## src/rtl/qrx_pkg.sv

```systemverilog
package qrx_pkg;

  // Next slot number, wrapping after the last channel.
  function automatic int slot_after(int cur, int n_ch);
    return (cur + 1 >= n_ch) ? 0 : cur + 1;
  endfunction

  // A channel may emit when already emitting, when enough bits are stored,
  // or when carrier has dropped and anything is left to drain.
  function automatic logic may_emit(logic emitting, int level, int thresh,
                                    logic carrier);
    return emitting || (level >= thresh) || (!carrier && level != 0);
  endfunction

  // Pointer increment with explicit wrap at the buffer depth.
  function automatic int ptr_after(int cur, int depth);
    return (cur + 1 >= depth) ? 0 : cur + 1;
  endfunction

endpackage

```

## src/rtl/qrx_slot_ctr.sv

```systemverilog
module qrx_slot_ctr #(
  parameter  int NUM_CH = 4,
  localparam int SW     = (NUM_CH > 1) ? $clog2(NUM_CH) : 1
) (
  input  logic              clk,
  input  logic              rst_strobe,
  output logic [SW-1:0]     slot_o,
  output logic [NUM_CH-1:0] slot_hot_o
);

  logic [SW-1:0] slot_q;

  always_ff @(posedge clk) begin
    if (rst_strobe) slot_q <= '0;
    else            slot_q <= SW'(qrx_pkg::slot_after(int'(slot_q), NUM_CH));
  end

  assign slot_o = slot_q;

  for (genvar k = 0; k < NUM_CH; k++) begin : g_hot
    assign slot_hot_o[k] = (slot_q == SW'(k));
  end

endmodule

```

## src/rtl/qrx_chan_flags.sv

```systemverilog
module qrx_chan_flags (
  input  logic clk,
  input  logic rst_strobe,
  input  logic carrier_i,
  input  logic coll_i,
  input  logic sqe_req_i,
  input  logic sqe_dis_i,
  input  logic my_slot_i,
  output logic crs_o,
  output logic col_o,
  output logic pend_o
);

  logic crs_q, col_q, pend_q;
  logic sqe_shown, sqe_arm;

  // Self-test indication is consumed in the slot where it is shown.
  assign sqe_shown = pend_q & my_slot_i;
  assign sqe_arm   = sqe_req_i & ~sqe_dis_i;

  always_ff @(posedge clk) begin
    if (rst_strobe) begin
      crs_q  <= 1'b0;
      col_q  <= 1'b0;
      pend_q <= 1'b0;
    end else begin
      crs_q  <= carrier_i;
      col_q  <= coll_i;
      pend_q <= (pend_q & ~sqe_shown) | sqe_arm;
    end
  end

  assign crs_o  = crs_q;
  assign col_o  = col_q;
  assign pend_o = pend_q;

endmodule

```

## src/rtl/qrx_chan_buf.sv

```systemverilog
module qrx_chan_buf #(
  parameter  int DEPTH  = 8,
  parameter  int THRESH = 4,
  localparam int PW     = (DEPTH > 1) ? $clog2(DEPTH) : 1,
  localparam int LW     = $clog2(DEPTH + 1)
) (
  input  logic clk,
  input  logic rst_strobe,
  input  logic push_i,
  input  logic bit_i,
  input  logic carrier_q_i,
  input  logic my_slot_i,
  output logic pop_o,
  output logic head_o,
  output logic ovf_o
);

  logic [DEPTH-1:0] mem_q;
  logic [PW-1:0]    wr_q, rd_q;
  logic [LW-1:0]    lvl_q, lvl_nxt;
  logic             emit_q, ovf_q;
  logic             full, empty, start_ok, accept, ovf_ev;

  assign full  = (lvl_q == LW'(DEPTH));
  assign empty = (lvl_q == '0);

  always_comb begin
    start_ok = qrx_pkg::may_emit(emit_q, int'(lvl_q), THRESH, carrier_q_i);
    pop_o    = my_slot_i & start_ok & ~empty;
    accept   = push_i & (~full | pop_o);
    ovf_ev   = push_i & full & ~pop_o;
    lvl_nxt  = lvl_q + LW'(accept) - LW'(pop_o);
  end

  always_ff @(posedge clk) begin
    if (rst_strobe) begin
      mem_q  <= '0;
      wr_q   <= '0;
      rd_q   <= '0;
      lvl_q  <= '0;
      emit_q <= 1'b0;
      ovf_q  <= 1'b0;
    end else begin
      if (accept) begin
        mem_q[wr_q] <= bit_i;
        wr_q        <= PW'(qrx_pkg::ptr_after(int'(wr_q), DEPTH));
      end
      if (pop_o) rd_q <= PW'(qrx_pkg::ptr_after(int'(rd_q), DEPTH));
      lvl_q  <= lvl_nxt;
      emit_q <= start_ok & (lvl_nxt != '0);
      if (ovf_ev) ovf_q <= 1'b1;
    end
  end

  assign head_o = mem_q[rd_q];
  assign ovf_o  = ovf_q;

endmodule

```

## src/rtl/qrx_slot_pick.sv

```systemverilog
module qrx_slot_pick #(
  parameter  int NUM_CH = 4,
  localparam int SW     = (NUM_CH > 1) ? $clog2(NUM_CH) : 1
) (
  input  logic [SW-1:0]     sel_i,
  input  logic [NUM_CH-1:0] crs_vec_i,
  input  logic [NUM_CH-1:0] vld_vec_i,
  input  logic [NUM_CH-1:0] dat_vec_i,
  input  logic [NUM_CH-1:0] col_vec_i,
  output logic              crs_o,
  output logic              vld_o,
  output logic              dat_o,
  output logic              col_o
);

  always_comb begin
    crs_o = crs_vec_i[sel_i];
    vld_o = vld_vec_i[sel_i];
    dat_o = vld_vec_i[sel_i] & dat_vec_i[sel_i];
    col_o = col_vec_i[sel_i];
  end

endmodule

```

## src/rtl/qrx_slot_mux.sv

```systemverilog
module qrx_slot_mux #(
  parameter  int NUM_CH    = 4,
  parameter  int BUF_DEPTH = 8,
  parameter  int START_LVL = 4,
  localparam int SW        = (NUM_CH > 1) ? $clog2(NUM_CH) : 1
) (
  input  logic              clk,
  input  logic              rst_strobe,
  input  logic [NUM_CH-1:0] rx_bit_vld,
  input  logic [NUM_CH-1:0] rx_bit,
  input  logic [NUM_CH-1:0] rx_carrier,
  input  logic [NUM_CH-1:0] rx_collision,
  input  logic [NUM_CH-1:0] tx_sqe_req,
  input  logic              sqe_test_dis,
  output logic [SW-1:0]     slot_idx,
  output logic              mux_crs,
  output logic              mux_vld,
  output logic              mux_data,
  output logic              mux_col,
  output logic [NUM_CH-1:0] ovf_err
);

  logic [NUM_CH-1:0] slot_hot;
  logic [NUM_CH-1:0] crs_vec, colq_vec, pend_vec, col_vec;
  logic [NUM_CH-1:0] pop_vec, head_vec;

  qrx_slot_ctr #(.NUM_CH(NUM_CH)) u_slot (
    .clk        (clk),
    .rst_strobe (rst_strobe),
    .slot_o     (slot_idx),
    .slot_hot_o (slot_hot)
  );

  for (genvar k = 0; k < NUM_CH; k++) begin : g_ch
    qrx_chan_flags u_flags (
      .clk        (clk),
      .rst_strobe (rst_strobe),
      .carrier_i  (rx_carrier[k]),
      .coll_i     (rx_collision[k]),
      .sqe_req_i  (tx_sqe_req[k]),
      .sqe_dis_i  (sqe_test_dis),
      .my_slot_i  (slot_hot[k]),
      .crs_o      (crs_vec[k]),
      .col_o      (colq_vec[k]),
      .pend_o     (pend_vec[k])
    );

    qrx_chan_buf #(.DEPTH(BUF_DEPTH), .THRESH(START_LVL)) u_buf (
      .clk         (clk),
      .rst_strobe  (rst_strobe),
      .push_i      (rx_bit_vld[k]),
      .bit_i       (rx_bit[k]),
      .carrier_q_i (crs_vec[k]),
      .my_slot_i   (slot_hot[k]),
      .pop_o       (pop_vec[k]),
      .head_o      (head_vec[k]),
      .ovf_o       (ovf_err[k])
    );
  end

  assign col_vec = colq_vec | pend_vec;

  qrx_slot_pick #(.NUM_CH(NUM_CH)) u_pick (
    .sel_i     (slot_idx),
    .crs_vec_i (crs_vec),
    .vld_vec_i (pop_vec),
    .dat_vec_i (head_vec),
    .col_vec_i (col_vec),
    .crs_o     (mux_crs),
    .vld_o     (mux_vld),
    .dat_o     (mux_data),
    .col_o     (mux_col)
  );

endmodule

```

## config.mk

```make
export PLATFORM = sky130hd
export DESIGN_NAME = qrx_slot_mux
export DESIGN_NICKNAME = d
export VERILOG_FILES = /design/src/rtl/qrx_pkg.sv /design/src/rtl/qrx_slot_ctr.sv /design/src/rtl/qrx_chan_flags.sv /design/src/rtl/qrx_chan_buf.sv /design/src/rtl/qrx_slot_pick.sv /design/src/rtl/qrx_slot_mux.sv
export SDC_FILE = /design/constraint.sdc
export NUM_CORES = 1
export LEC_CHECK = 0
export BUFFER_PORTS_ARGS = -buffer_cell sky130_fd_sc_hd__clkbuf_2
export CAP_MARGIN = 20
export CORE_MARGIN = 2
export CORE_UTILIZATION = 60
export DETAILED_ROUTE_END_ITERATION = 6
export PLACE_DENSITY_LB_ADDON = 0.08
export SLEW_MARGIN = 30
export SYNTH_ARGS = -nofsm -noshare
export SYNTH_HDL_FRONTEND = slang
export SYNTH_SLANG_ARGS = --single-unit
```

## constraint.sdc

```tcl
create_clock -name clk -period 7.9 [get_ports clk]
set_input_delay 0.79 -clock clk [delete_from_list [all_inputs] [get_ports clk]]
set_output_delay 0.79 -clock clk [all_outputs]
set_load 0.05 [all_outputs]
```

==> results by group, run 1 <==
Run status
  • Outcome: complete, no violations

STA
  • Hold Vio Cnt, Final: 0
  • Worst-Margin Slew: 618 ps
  • Fin. max-slew vios: 0
  • Crit share post-route: 42.4%
  • RSZ-0062 raised after global routing: false
  • Final setup viols: 0
  • Final WS setup: 4550 ps
  • Clock Skews: 10.1 ps
  • Slew Limit Headroom: 58.6%
  • Fmax: 299 MHz
  • TNS Setup: 0 ps
  • Min Tclk post-route: 3350 ps

Power and ir drop
  • Int Pwr: 977 µW
  • Psw: 568 µW
  • Combinational Power Share: 38.0%
  • Switching part of the total: 36.8%
  • Pwr/cell area: 294 mW/mm²
  • Lkg Pwr: 0.00220 µW
  • Sequential fraction of design power: 41.0%
  • Clock power share: 21.0%
  • Worst vdd ir: 183 µV

Finish
  • FF/Latch Area: 0.00188 mm²
  • Inserted Diodes: 0
  • Filler cells: 654
  • Multi-input gate area: 0.00270 mm²
  • Layout cells sized above 1: 12.0%
  • Final net count: 599
  • Area Growth Syn to Fin: 7.70%
  • Final instance area: 0.00525 mm²
  • Post-route insts no fill: 642

Clock tree
  • Post-CTS resize count: 0
  • CTS buffer count: 9
  • CTS tree: done
  • Postcts setup bufs: 0
  • CTS Root Cell: clkbuf_8
  • Clock sinks: 94
  • H-tree depth: 3
  • Clock transition at path regs: 80 ps
  • CTS max path bufs: 2
  • # hold bufs at CTS: 0
  • Worst-skew pair later-pin latency: 360 ps

Placement
  • Input/output buffers: 32
  • DP Cell Count: 625
  • Post-DP HPWL: 6450 µm
  • DP Worst Slack: 4950 ps
  • Placed Area: 0.00503 mm²
  • RD Place Congestion: 0.812

Global routing
  • GRT Total Usage: 22.2%
  • Initial antenna violation count: 0
  • Gr ovfl total: 0
  • Global-route wire length before repair: 15700 µm
  • Number of global-route vias before repair: 3398
  • Largest net degree at the start of global routing: 95

Floorplanning
  • Starting Density: 62.4%
  • Die ar.: 0.00886 mm²
  • Core area: 0.00781 mm²
  • Die H: 94.1 µm
  • Die X: 94.1 µm
  • # rows: 32
  • I/O pin cnt: 33

Synthesis
  • YS warnings: 0
  • Yosys cell types: 46
  • Syn nets: 585
  • Post-Synthesis Cell Area: 0.00487 mm²
  • Synth Register Bits: 94
  • Seq/Total Area, Yosys: 38.6%
  • Synthesized instance count: 521
  • Syn Area/Cell: 9.35 µm²

Route
  • Iter 0 DRT Violations: 78
  • Routed metal-1 wirelength: 4480 µm
  • WL met2: 4190 µm
  • Uppermost layer routed: met4
  • WL per Instance: 14.1 µm
  • Antenna viol nets, final: 0
  • DRC errors left: 0
  • Routed WL: 9080 µm
  • First drt pass iteration count: 4
  • Vias per cell: 5.43
  • Detail Route met3 WL: 265 µm
  • Vias: 3488

Worst hold path
  • Worst Hold Path EP: g_ch[3].u_buf.ovf_o
  • Worst hold-check path type: flop to flop
  • Hold Path Cell Cnt: 2
  • HP Start: g_ch[3].u_buf.ovf_o

Critical path
  • CP peak stage delay: 620 ps
  • R2R Path Start: u_slot.slot_o[0]
  • Crit path buffers/inverters: 1
  • CP arrival: 2560 ps
  • Class of the most critical setup path: flop to output port
  • R2r worst-path depth: 10
  • WP data required: 7110 ps
  • Crit-path cells: ha_1, and2_1, mux2i_1, o32ai_1, clkbuf_2
  • Startpoint type of the worst setup path: flop
  • Slowest cell on crit path: dfxtp_1
  • Worst reg2reg endpoint: g_ch[2].u_buf.emit_q
  • CP Capture Type: output port
  • Flop2flop setup slack: 4930 ps
  • Crit path max-delay family: flip-flops
  • CP Max Fanout: 13

Job
  • Max Cap Violations: 0
cell usage in the layout (no fill, tap or decap), types with 6 or more instances in the layout:
master / instances
a21o_1: 6
a21oi_1: 30
clkbuf_2: 31
clkbuf_8: 11
dfxtp_1: 94
ha_1: 37
inv_1: 35
mux2i_1: 43
mux4_2: 7
nand2_1: 25
nand2b_1: 11
nand3_1: 11
nand4b_1: 10
nor2_1: 66
nor2b_1: 23
nor3_1: 8
nor4b_1: 7
o21ai_0: 12
xnor2_1: 10
xor2_1: 6
synth_stat cells, drive strengths merged:
library cell  instances  share of area (%)
nand3b                5               0.77
and4b                 3               0.62
xor2                  6                1.1
inv                  39                3.1
nor3                  8               0.82
nand2                25                1.9
nor3b                 5               0.77
a21o                  6               0.92
nor2                 66                5.1
o41ai                 2                1.1
a41oi                 3               0.54
buf                  14                1.6
a211oi                1               0.15
or3b                  1               0.18
or3                   2               0.26
a311oi                2               0.49
fa                    4                1.6
nor4                  4               0.51
a21oi                30                3.1
o21ai                13                1.6
a31oi                 1               0.26
o311ai                1               0.18
nand2b               11                1.4
a22oi                 1               0.15
nor2b                23                3.0
and2                  2               0.26
o32ai                 1               0.18
and2b                 1               0.21
clkbuf               17                1.3
nand4b               10                1.8
mux2i                43                8.8
ha                   37                9.5
nand4                 3               0.39
a32oi                 1               0.18
mux4                  7                3.2
dfxtp                94                 39
nand3                11                1.1
nor4b                 7                1.3
xnor2                10                1.8
o31ai                 1               0.15
worst min-delay path, cell delays in order (launching register included):
cell     delay, ps
dfxtp_1        310
inv_1           50
a21oi_1         50
sequential cells by signal, indices dropped and copies added (netlist names):
name / flops
u_slot.slot_o: 2
g_ch.u_flags.col_o: 4
g_ch.u_flags.pend_o: 4
g_ch.u_buf.lvl_q: 16
g_ch.u_buf.ovf_o: 4
g_ch.u_buf.mem_q: 32
g_ch.u_buf.rd_q: 12
g_ch.u_buf.wr_q: 12
g_ch.u_flags.crs_o: 4
g_ch.u_buf.emit_q: 4
worst max-delay path by stage:
stage | end | depth (start not counted) | slack (ps) | start
final | mux_data | 5 | 4550 | u_slot.slot_o[0]
after global routing | mux_data | 5 | 4380 | u_slot.slot_o[0]
after CTS | mux_data | 5 | 4570 | u_slot.slot_o[0]
after detailed placement | g_ch[2].u_buf.emit_q | 10 | 4950 | u_slot.slot_o[0]
after global placement | g_ch[2].u_buf.emit_q | 10 | 5020 | u_slot.slot_o[0]
after floorplan | mux_data | 7 | 4400 | u_slot.slot_o[0]
through the flow:
| stage | utilization, % | hold slack, ps | power [µW] |
|---|---|---|---|
| after floorplan | - | 426 | 1110 |
| after detailed placement | 64.4 | 443 | 1230 |
| after global placement | 64.4 | 437 | 1210 |
| final | 67.2 | 458 | 1550 |
| after global routing | 67.2 | 478 | 1670 |
| after CTS | 67.0 | 457 | 1560 |
routing by layer:
layer	vias up	global-route usage, %
met1	1640	30.4
met3	12	3.77
met4	0	7.73
met2	34	35.5
met5	-	0
li1	1802	-
power groups by stage:
stage	Clock [µW]	Combinational, µW	Sequential (µW)
floorplan	0	500	611
global placement	0	571	640
detailed placement	0	586	644
CTS	332	591	634
global route	351	676	647
finish	325	586	633
kinds of logic after synthesis:
kind of cell	share of synthesized area, %
simple gates	20.3
flops	38.6
fa+ha+maj	11.1
buf+inv	5.96
mux	12.1
compound gates	8.99
xor+xnor	2.88
area by class of cell:
type	instances	area share, %
Clock buffer	13	3.03
Clock inverter	3	0.811
Multi-Input combinational cell	357	51.5
Sequential cell	94	35.9
Timing Repair Buffer	34	3.58
Tap cell	102	2.43
Inverter	39	2.84
No activity file was read; power rests on OpenSTA's default activity.
==> run 2, diff against run 1 <==
- ABC_AREA: unset -> 1
- CORE_UTILIZATION: 60 -> 55
- clock period: 7.9 -> 2.8 ns (I/O delays scaled with it)
==> results by group, run 2 <==
STA
  • Min Tclk post-route: 2570 ps
  • RSZ-0062 raised after global routing: false (unchanged)
  • Worst-Margin Slew: 570 ps (was 618 ps)
  • Final setup viols: 0 (unchanged)
  • Slew Limit Headroom: 62.0% (was 58.6%)
  • Clock Skews: 18.0 ps (was 10.1 ps)
  • Fin. max-slew vios: 0 (unchanged)
  • TNS Setup: 0 ps (unchanged)
  • Hold Vio Cnt, Final: 0 (unchanged)
  • Crit share post-route: 91.7%
  • Fmax: 390 MHz

Finish
  • Multi-input gate area: 0.00272 mm² (was 0.00270 mm²)
  • Top reg by flops: g_ch.u_buf.mem_q (unchanged)
  • Biggest regs: g_ch.u_buf.mem_q: 32 flops, g_ch.u_buf.lvl_q: 16 flops (unchanged)
  • Most frequent cells in the layout: nand2_1 (151), nor2_1 (133), inv_1 (129), dfxtp_1 (92), nand3_1 (69) (was dfxtp_1 (94), nor2_1 (66), mux2i_1 (43), ha_1 (37), inv_1 (35))
  • Layout cells sized above 1: 9.69% (was 12.0%)
  • Final net count: 854 (was 599)
  • Max reg flops: 32 (unchanged)
  • FF/Latch Area: 0.00189 mm² (was 0.00188 mm²)
  • Inserted Diodes: 0 (unchanged)
  • Most common cell after layout, fill and taps aside: nand2_1 (was dfxtp_1)
  • Post-route insts no fill: 924 (was 642)
  • Filler cells: 889 (was 654)
  • Area Growth Syn to Fin: 9.65% (was 7.70%)

Power and ir drop
  • Pwr/cell area: 843 mW/mm² (was 294 mW/mm²)
  • Int Pwr: 2890 µW (was 977 µW)
  • Worst vdd ir: 536 µV (was 183 µV)
  • Sequential fraction of design power: 36.6% (was 41.0%)
  • Combinational Power Share: 42.0% (was 38.0%)
  • Psw: 1930 µW (was 568 µW)
  • Clock power share: 21.4% (was 21.0%)
  • Lkg Pwr: 0.00280 µW (was 0.00220 µW)
  • Switching part of the total: 40.1% (was 36.8%)

Placement
  • DP Cell Count: 905 (was 625)
  • Post-DP HPWL: 7860 µm (was 6450 µm)
  • Input/output buffers: 32 (unchanged)
  • RD Place Congestion: 0.825 (was 0.812)

Synthesis
  • Cell with the most instances after synthesis: nand2_1 (was dfxtp_1)
  • EDFF count, synth: 0 (unchanged)
  • Syn Area/Cell: 6.85 µm² (was 9.35 µm²)
  • Ys flop type: dfxtp_1 (unchanged)
  • Yosys cell types: 33 (was 46)
  • Post-Synthesis Cell Area: 0.00523 mm² (was 0.00487 mm²)
  • Synthesized instance count: 763 (was 521)
  • Ys async rst share: 0% (unchanged)
  • Synth area leader: dfxtp_1 (unchanged)
  • Synth cell count leaders: nand2_1 (151), nor2_1 (133), inv_1 (130) (was dfxtp_1 (94), nor2_1 (66), mux2i_1 (43))
  • YS warnings: 0 (unchanged)
  • Share of the synthesized area in the top cell type: 36.0% (was 38.6%)
  • Synth area leaders: dfxtp_1 (36%), nand2_1 (11%), nor2_1 (9.6%), inv_1 (9.3%), ha_1 (8.9%) (was dfxtp_1 (39%), ha_1 (9.5%), mux2i_1 (8.8%), nor2_1 (5.1%), mux4_2 (3.2%))
  • Syn nets: 827 (was 585)
  • Synth Register Bits: 94 (unchanged)
  • Seq/Total Area, Yosys: 36.0% (was 38.6%)

Clock tree
  • CTS tree: done (unchanged)
  • CTS Root Cell: clkbuf_8 (unchanged)
  • CTS buffer count: 9 (unchanged)
  • Worst-skew pair later-pin latency: 370 ps (was 360 ps)
  • # hold bufs at CTS: 0 (unchanged)
  • Clock sinks: 94 (unchanged)
  • H-tree depth: 3 (unchanged)
  • Clock transition at path regs: 100 ps (was 80 ps)
  • CTS max path bufs: 2 (unchanged)

Critical path
  • CP peak stage delay: 370 ps (was 620 ps)
  • Crit path max-delay family: buffers and inverters (was flip-flops)
  • Startpoint type of the worst setup path: flop (unchanged)
  • Class of the most critical setup path: flop to output port (unchanged)
  • CP arrival: 2290 ps (was 2560 ps)
  • WP data required: 2520 ps (was 7110 ps)
  • Crit path buffers/inverters: 4 (was 1)
  • Most used cell, CP: nand2_1
  • Crit-path cells: inv_2, ha_1, inv_1, a21oi_1, nand2_2, buf_4, nand2_1, nand3_1, nand2_1, nand2_1, nor2_1, clkbuf_2 (was ha_1, and2_1, mux2i_1, o32ai_1, clkbuf_2)
  • Slowest cell on crit path: dfxtp_2 (was dfxtp_1)
  • CP Max Fanout: 8 (was 13)
  • CP Capture Type: output port (unchanged)

Route
  • Routed metal-1 wirelength: 5010 µm (was 4480 µm)
  • WL per Instance: 11.6 µm (was 14.1 µm)
  • DRC errors left: 0 (unchanged)
  • Iter 0 DRT Violations: 136 (was 78)
  • Vias: 4563 (was 3488)
  • Vias per cell: 4.94 (was 5.43)
  • First drt pass iteration count: 5 (was 4)
  • Uppermost layer routed: met4 (unchanged)
  • Detail Route met3 WL: 249 µm (was 265 µm)
  • WL met2: 5170 µm (was 4190 µm)
  • Routed WL: 10700 µm (was 9080 µm)
  • Antenna viol nets, final: 0 (unchanged)

Global routing
  • GRT Total Usage: 21.8% (was 22.2%)
  • Number of global-route vias before repair: 4173 (was 3398)
  • Initial antenna violation count: 0 (unchanged)
  • Largest net degree at the start of global routing: 53 (was 95)
  • Gr ovfl total: 0 (unchanged)
  • Global-route wire length before repair: 18000 µm (was 15700 µm)

Floorplanning
  • Die H: 101 µm (was 94.1 µm)
  • Die ar.: 0.0103 mm² (was 0.00886 mm²)
  • Die X: 101 µm (was 94.1 µm)
  • I/O pin cnt: 33 (unchanged)
  • # rows: 35 (was 32)
  • Starting Density: 56.6% (was 62.4%)
  • Core area: 0.00924 mm² (was 0.00781 mm²)

Run status
  • Outcome: complete, no violations (unchanged)

Job
  • Max Cap Violations: 0 (unchanged)

Worst hold path
  • Worst hold-check path type: input port to flop (was flop to flop)
[run 2: worst paths after layout]
path | from | endpoint | slack (ps) | cells past startpoint
max | u_slot.slot_o[1] | mux_data | 230 | 12
min | rx_collision[3] | g_ch[3].u_flags.col_o | 90 | 3
min reg2reg | g_ch[0].u_flags.pend_o | g_ch[0].u_flags.pend_o | 460 | 2
max reg2reg | g_ch[1].u_buf.lvl_q[2] | g_ch[1].u_buf.emit_q | 250 | 16
[run 2: kinds of logic (layout without fill, tap and decap cells)]
family                   after synthesis  after routing  synth area share, %
buffers and inverters                156            188                 11.9
adder cells (fa/ha/maj)               41             41                 10.4
flip-flops                            94             94                 36.0
AND/OR/NAND/NOR                      389            389                 32.1
AO/OA/AOI/OAI                         71             71                 7.61
XOR/XNOR                              12             12                 2.01
[run 2: area by class of cell]
type                    instances  share of cell area [%]
multi-input cells             513                    47.5
inverters                     132                    8.65
repair buffers                 40                    4.06
clock inverters                 5                    1.42
clock buffers                  11                    2.64
flip-flops and latches         94                    32.9
well taps                     129                    2.82
[run 2: metal layers]
metal | vias up | global-route usage, %
met5 | - | 0
met4 | 0 | 9.46
met3 | 21 | 2.76
met2 | 58 | 38.4
met1 | 2057 | 26.7
li1 | 2427 | -
[run 2: stage by stage]
step	power (µW)	hold WS, ps	instance area [µm²]	utilization [%]	setup WS [ps]
after floorplan	3350	387	5230	-	40.7
after global placement	3680	455	5460	59.1	315
after detailed placement	3760	453	5460	59.1	220
after CTS	4800	87.2	5700	61.6	202
after global routing	5230	91.2	5730	62.0	17.2
final	4830	93.2	5730	62.0	233
[run 2: power by group through the flow]
| stage | combinational [µW] | clock (µW) | sequential, µW |
|---|---|---|---|
| 3_3_place_gp | 1890 | 0 | 1790 |
| 5_1_grt | 2320 | 1110 | 1800 |
| 4_1_cts | 1980 | 1050 | 1770 |
| 2_1_floorplan | 1590 | 0 | 1760 |
| 6_report | 2030 | 1030 | 1770 |
| 3_5_place_dp | 1970 | 0 | 1800 |
[run 2: timing repair]
action	in CTS	in global routing
setup buffers	0	3
endpoints found under the setup margin	0	2
resized for setup	0	1
[run 2: tightest hold or removal path: stages]
cell and delay [ps]:
clkbuf_2 80, inv_1 40, nor2_1 30
==> run 3, diff against run 2 <==
- CORE_MARGIN: 2 -> 8
- CORE_UTILIZATION: 55 -> 35
==> results by group, run 3 (synthesis gave the netlist of run 2 again) <==
Route
  • Vias per cell: 4.61 (was 4.94)
  • Iter 0 DRT Violations: 157 (was 136)
  • First drt pass iteration count: 4 (was 5)
  • Routed WL: 11900 µm (was 10700 µm)
  • Vias: 4526 (was 4563)
  • DRC errors left: 0 (unchanged)
  • WL per Instance: 12.1 µm (was 11.6 µm)
  • Antenna viol nets, final: 0 (unchanged)

Critical path
  • Startpoint type of the worst setup path: flop (unchanged)
  • Class of the most critical setup path: flop to flop (was flop to output port)
  • Most used cell, CP: inv_1 (was nand2_1)
  • WP data required: 3050 ps (was 2520 ps)
  • CP peak stage delay: 370 ps (about the same)
  • Crit-path cells: buf_4, ha_1, inv_1, a21oi_1, nand2_4, inv_1, ha_1, inv_1, ha_1, inv_1, fa_1, xor2_1, nand4_1, nand3_1, inv_1 (was inv_2, ha_1, inv_1, a21oi_1, nand2_2, buf_4, nand2_1, nand3_1, nand2_1, nand2_1, nor2_1, clkbuf_2)
  • CP Capture Type: flop (was output port)
  • CP Max Fanout: 12 (was 8)
  • Slowest cell on crit path: fa_1 (was dfxtp_2)
  • CP arrival: 2840 ps (was 2290 ps)

STA
  • Worst-Margin Slew: 598 ps (was 570 ps)
  • Hold Vio Cnt, Final: 0 (unchanged)
  • Worst hold margin: 123 ps (was 93.2 ps)
  • Min Tclk post-route: 2590 ps (was 2570 ps)
  • TNS Setup: 0 ps (unchanged)
  • Slew Limit Headroom: 60.2% (was 62.0%)
  • Final setup viols: 0 (unchanged)
  • Fin. max-slew vios: 0 (unchanged)
  • Fmax: 386 MHz (was 390 MHz)
  • Clock Skews: 6.29 ps (was 18.0 ps)
  • Crit share post-route: 92.6% (was 91.7%)

Placement
  • Post-DP HPWL: 8750 µm (was 7860 µm)
  • Input/output buffers: 32 (unchanged)
  • Placed Area: 0.00554 mm² (was 0.00546 mm²)
  • RD Place Congestion: 0.786 (was 0.825)

Finish
  • Final instance area: 0.00590 mm² (was 0.00573 mm²)
  • Most frequent cells in the layout: nand2_1 (151), nor2_1 (133), inv_1 (130), dfxtp_1 (92), nand3_1 (69) (was nand2_1 (151), nor2_1 (133), inv_1 (129), dfxtp_1 (92), nand3_1 (69))
  • FF/Latch Area: 0.00189 mm² (unchanged)
  • Final net count: 856 (was 854)
  • Inserted Diodes: 0 (unchanged)
  • Fin util: 40.4% (was 62.0%)
  • Area Growth Syn to Fin: 12.8% (was 9.65%)
  • Most common cell after layout, fill and taps aside: nand2_1 (unchanged)
  • Biggest regs: g_ch.u_buf.mem_q: 32 flops, g_ch.u_buf.lvl_q: 16 flops (unchanged)
  • Layout cells sized above 1: 9.54% (was 9.69%)
  • Max reg flops: 32 (unchanged)
  • Multi-input gate area: 0.00273 mm² (was 0.00272 mm²)
  • Filler cells: 1518 (was 889)
  • Top reg by flops: g_ch.u_buf.mem_q (unchanged)

Global routing
  • Largest net degree at the start of global routing: 53 (unchanged)
  • GRT Total Usage: 12.6% (was 21.8%)
  • Initial antenna violation count: 0 (unchanged)
  • Gr ovfl total: 0 (unchanged)
  • Number of global-route vias before repair: 4457 (was 4173)
  • Global-route wire length before repair: 20400 µm (was 18000 µm)

Clock tree
  • CTS tree: done (unchanged)
  • H-tree depth: 3 (unchanged)
  • Clock transition at path regs: 70 ps (was 100 ps)
  • Worst-skew pair later-pin latency: 350 ps (was 370 ps)
  • CTS max path bufs: 2 (unchanged)
  • CTS buffer count: 9 (unchanged)
  • # hold bufs at CTS: 0 (unchanged)
  • Clock sinks: 94 (unchanged)
  • CTS Root Cell: clkbuf_16 (was clkbuf_8)

Floorplanning
  • # rows: 44 (was 35)
  • Core area: 0.0146 mm² (was 0.00924 mm²)
  • I/O pin cnt: 33 (unchanged)
  • Die X: 138 µm (was 101 µm)
  • Starting Density: 35.8% (was 56.6%)
  • Die H: 138 µm (was 101 µm)
  • Die ar.: 0.0191 mm² (was 0.0103 mm²)

Worst hold path
  • Worst hold-check path type: input port to flop (unchanged)

Job
  • Max Cap Violations: 0 (unchanged)

Power and ir drop
  • Pwr/cell area: 870 mW/mm² (was 843 mW/mm²)
  • Lkg Pwr: 0.00286 µW (was 0.00280 µW)
  • Pwr Total: 5130 µW (was 4830 µW)
  • Worst vdd ir: 300 µV (was 536 µV)

Run status
  • Outcome: complete, no violations (unchanged)
[run 3: cell count changes in the layout (fill, tap and decap cells not counted)]
cell / delta
inv_2: -1
clkbuf_16: +9
clkinv_2: +1
buf_12: -1
clkinv_4: -1
buf_4: +3
clkinvlp_4: -1
clkbuf_1: +2
nand2_4: +2
nand2_2: -2
clkbuf_8: -10
inv_1: +1
[run 3: final cells by class]
class / instances / share of cell area [%]
Tap cell: 184 / 3.90
Timing Repair Buffer: 42 / 3.99
Inverter: 132 / 8.40
Sequential cell: 94 / 32.0
Clock inverter: 4 / 1.19
Clock buffer: 12 / 4.18
Multi-Input combinational cell: 513 / 46.3
[run 3: critical path: cells and delay by family (launching register included)]
family,cells,cell delay (ps)
xor gates and xnor gates,1,210
adders and majority gates,4,910
AOI/OAI and AO/OA,1,200
buffers and inverters,6,470
and+or+nand+nor,3,330
DFF,1,340
[run 3: final timing paths]
check	from	to	slack, ps	depth (start not counted)
worst max-delay path	u_slot.slot_o[0]	g_ch[1].u_buf.emit_q	210	15
worst min-delay path	rx_carrier[1]	g_ch[1].u_flags.crs_o	120	3
worst max register to register	u_slot.slot_o[0]	g_ch[1].u_buf.emit_q	210	15
worst min register to register	g_ch[0].u_flags.pend_o	g_ch[0].u_flags.pend_o	470	2
[run 3: metal layers]
layer  routed length, µm  GRT usage [%]  share of wire [%]
met5                   0              0                  0
met4                 218           5.21                1.8
met3                 272           2.36                2.3
met2                5640           21.8                 47
met1                5760           15.1                 48
[run 3: what timing repair did]
item                       CTS  global route
setup endpoints to repair    0             2
setup buffers                0             4
gates resized for setup      0             2
[run 3: metrics by stage]
step           cells  worst slack (ps)
5_1_grt          981             -22.5
6_report         981               207
3_3_place_gp     961               242
3_5_place_dp     961               200
4_1_cts          977               179
2_1_floorplan    763              40.7
[run 3: power breakdown]
group | internal (µW) | switching (µW) | total, µW
combinational | 762 | 1270 | 2030
sequential | 1580 | 188 | 1760
clock | 805 | 530 | 1340
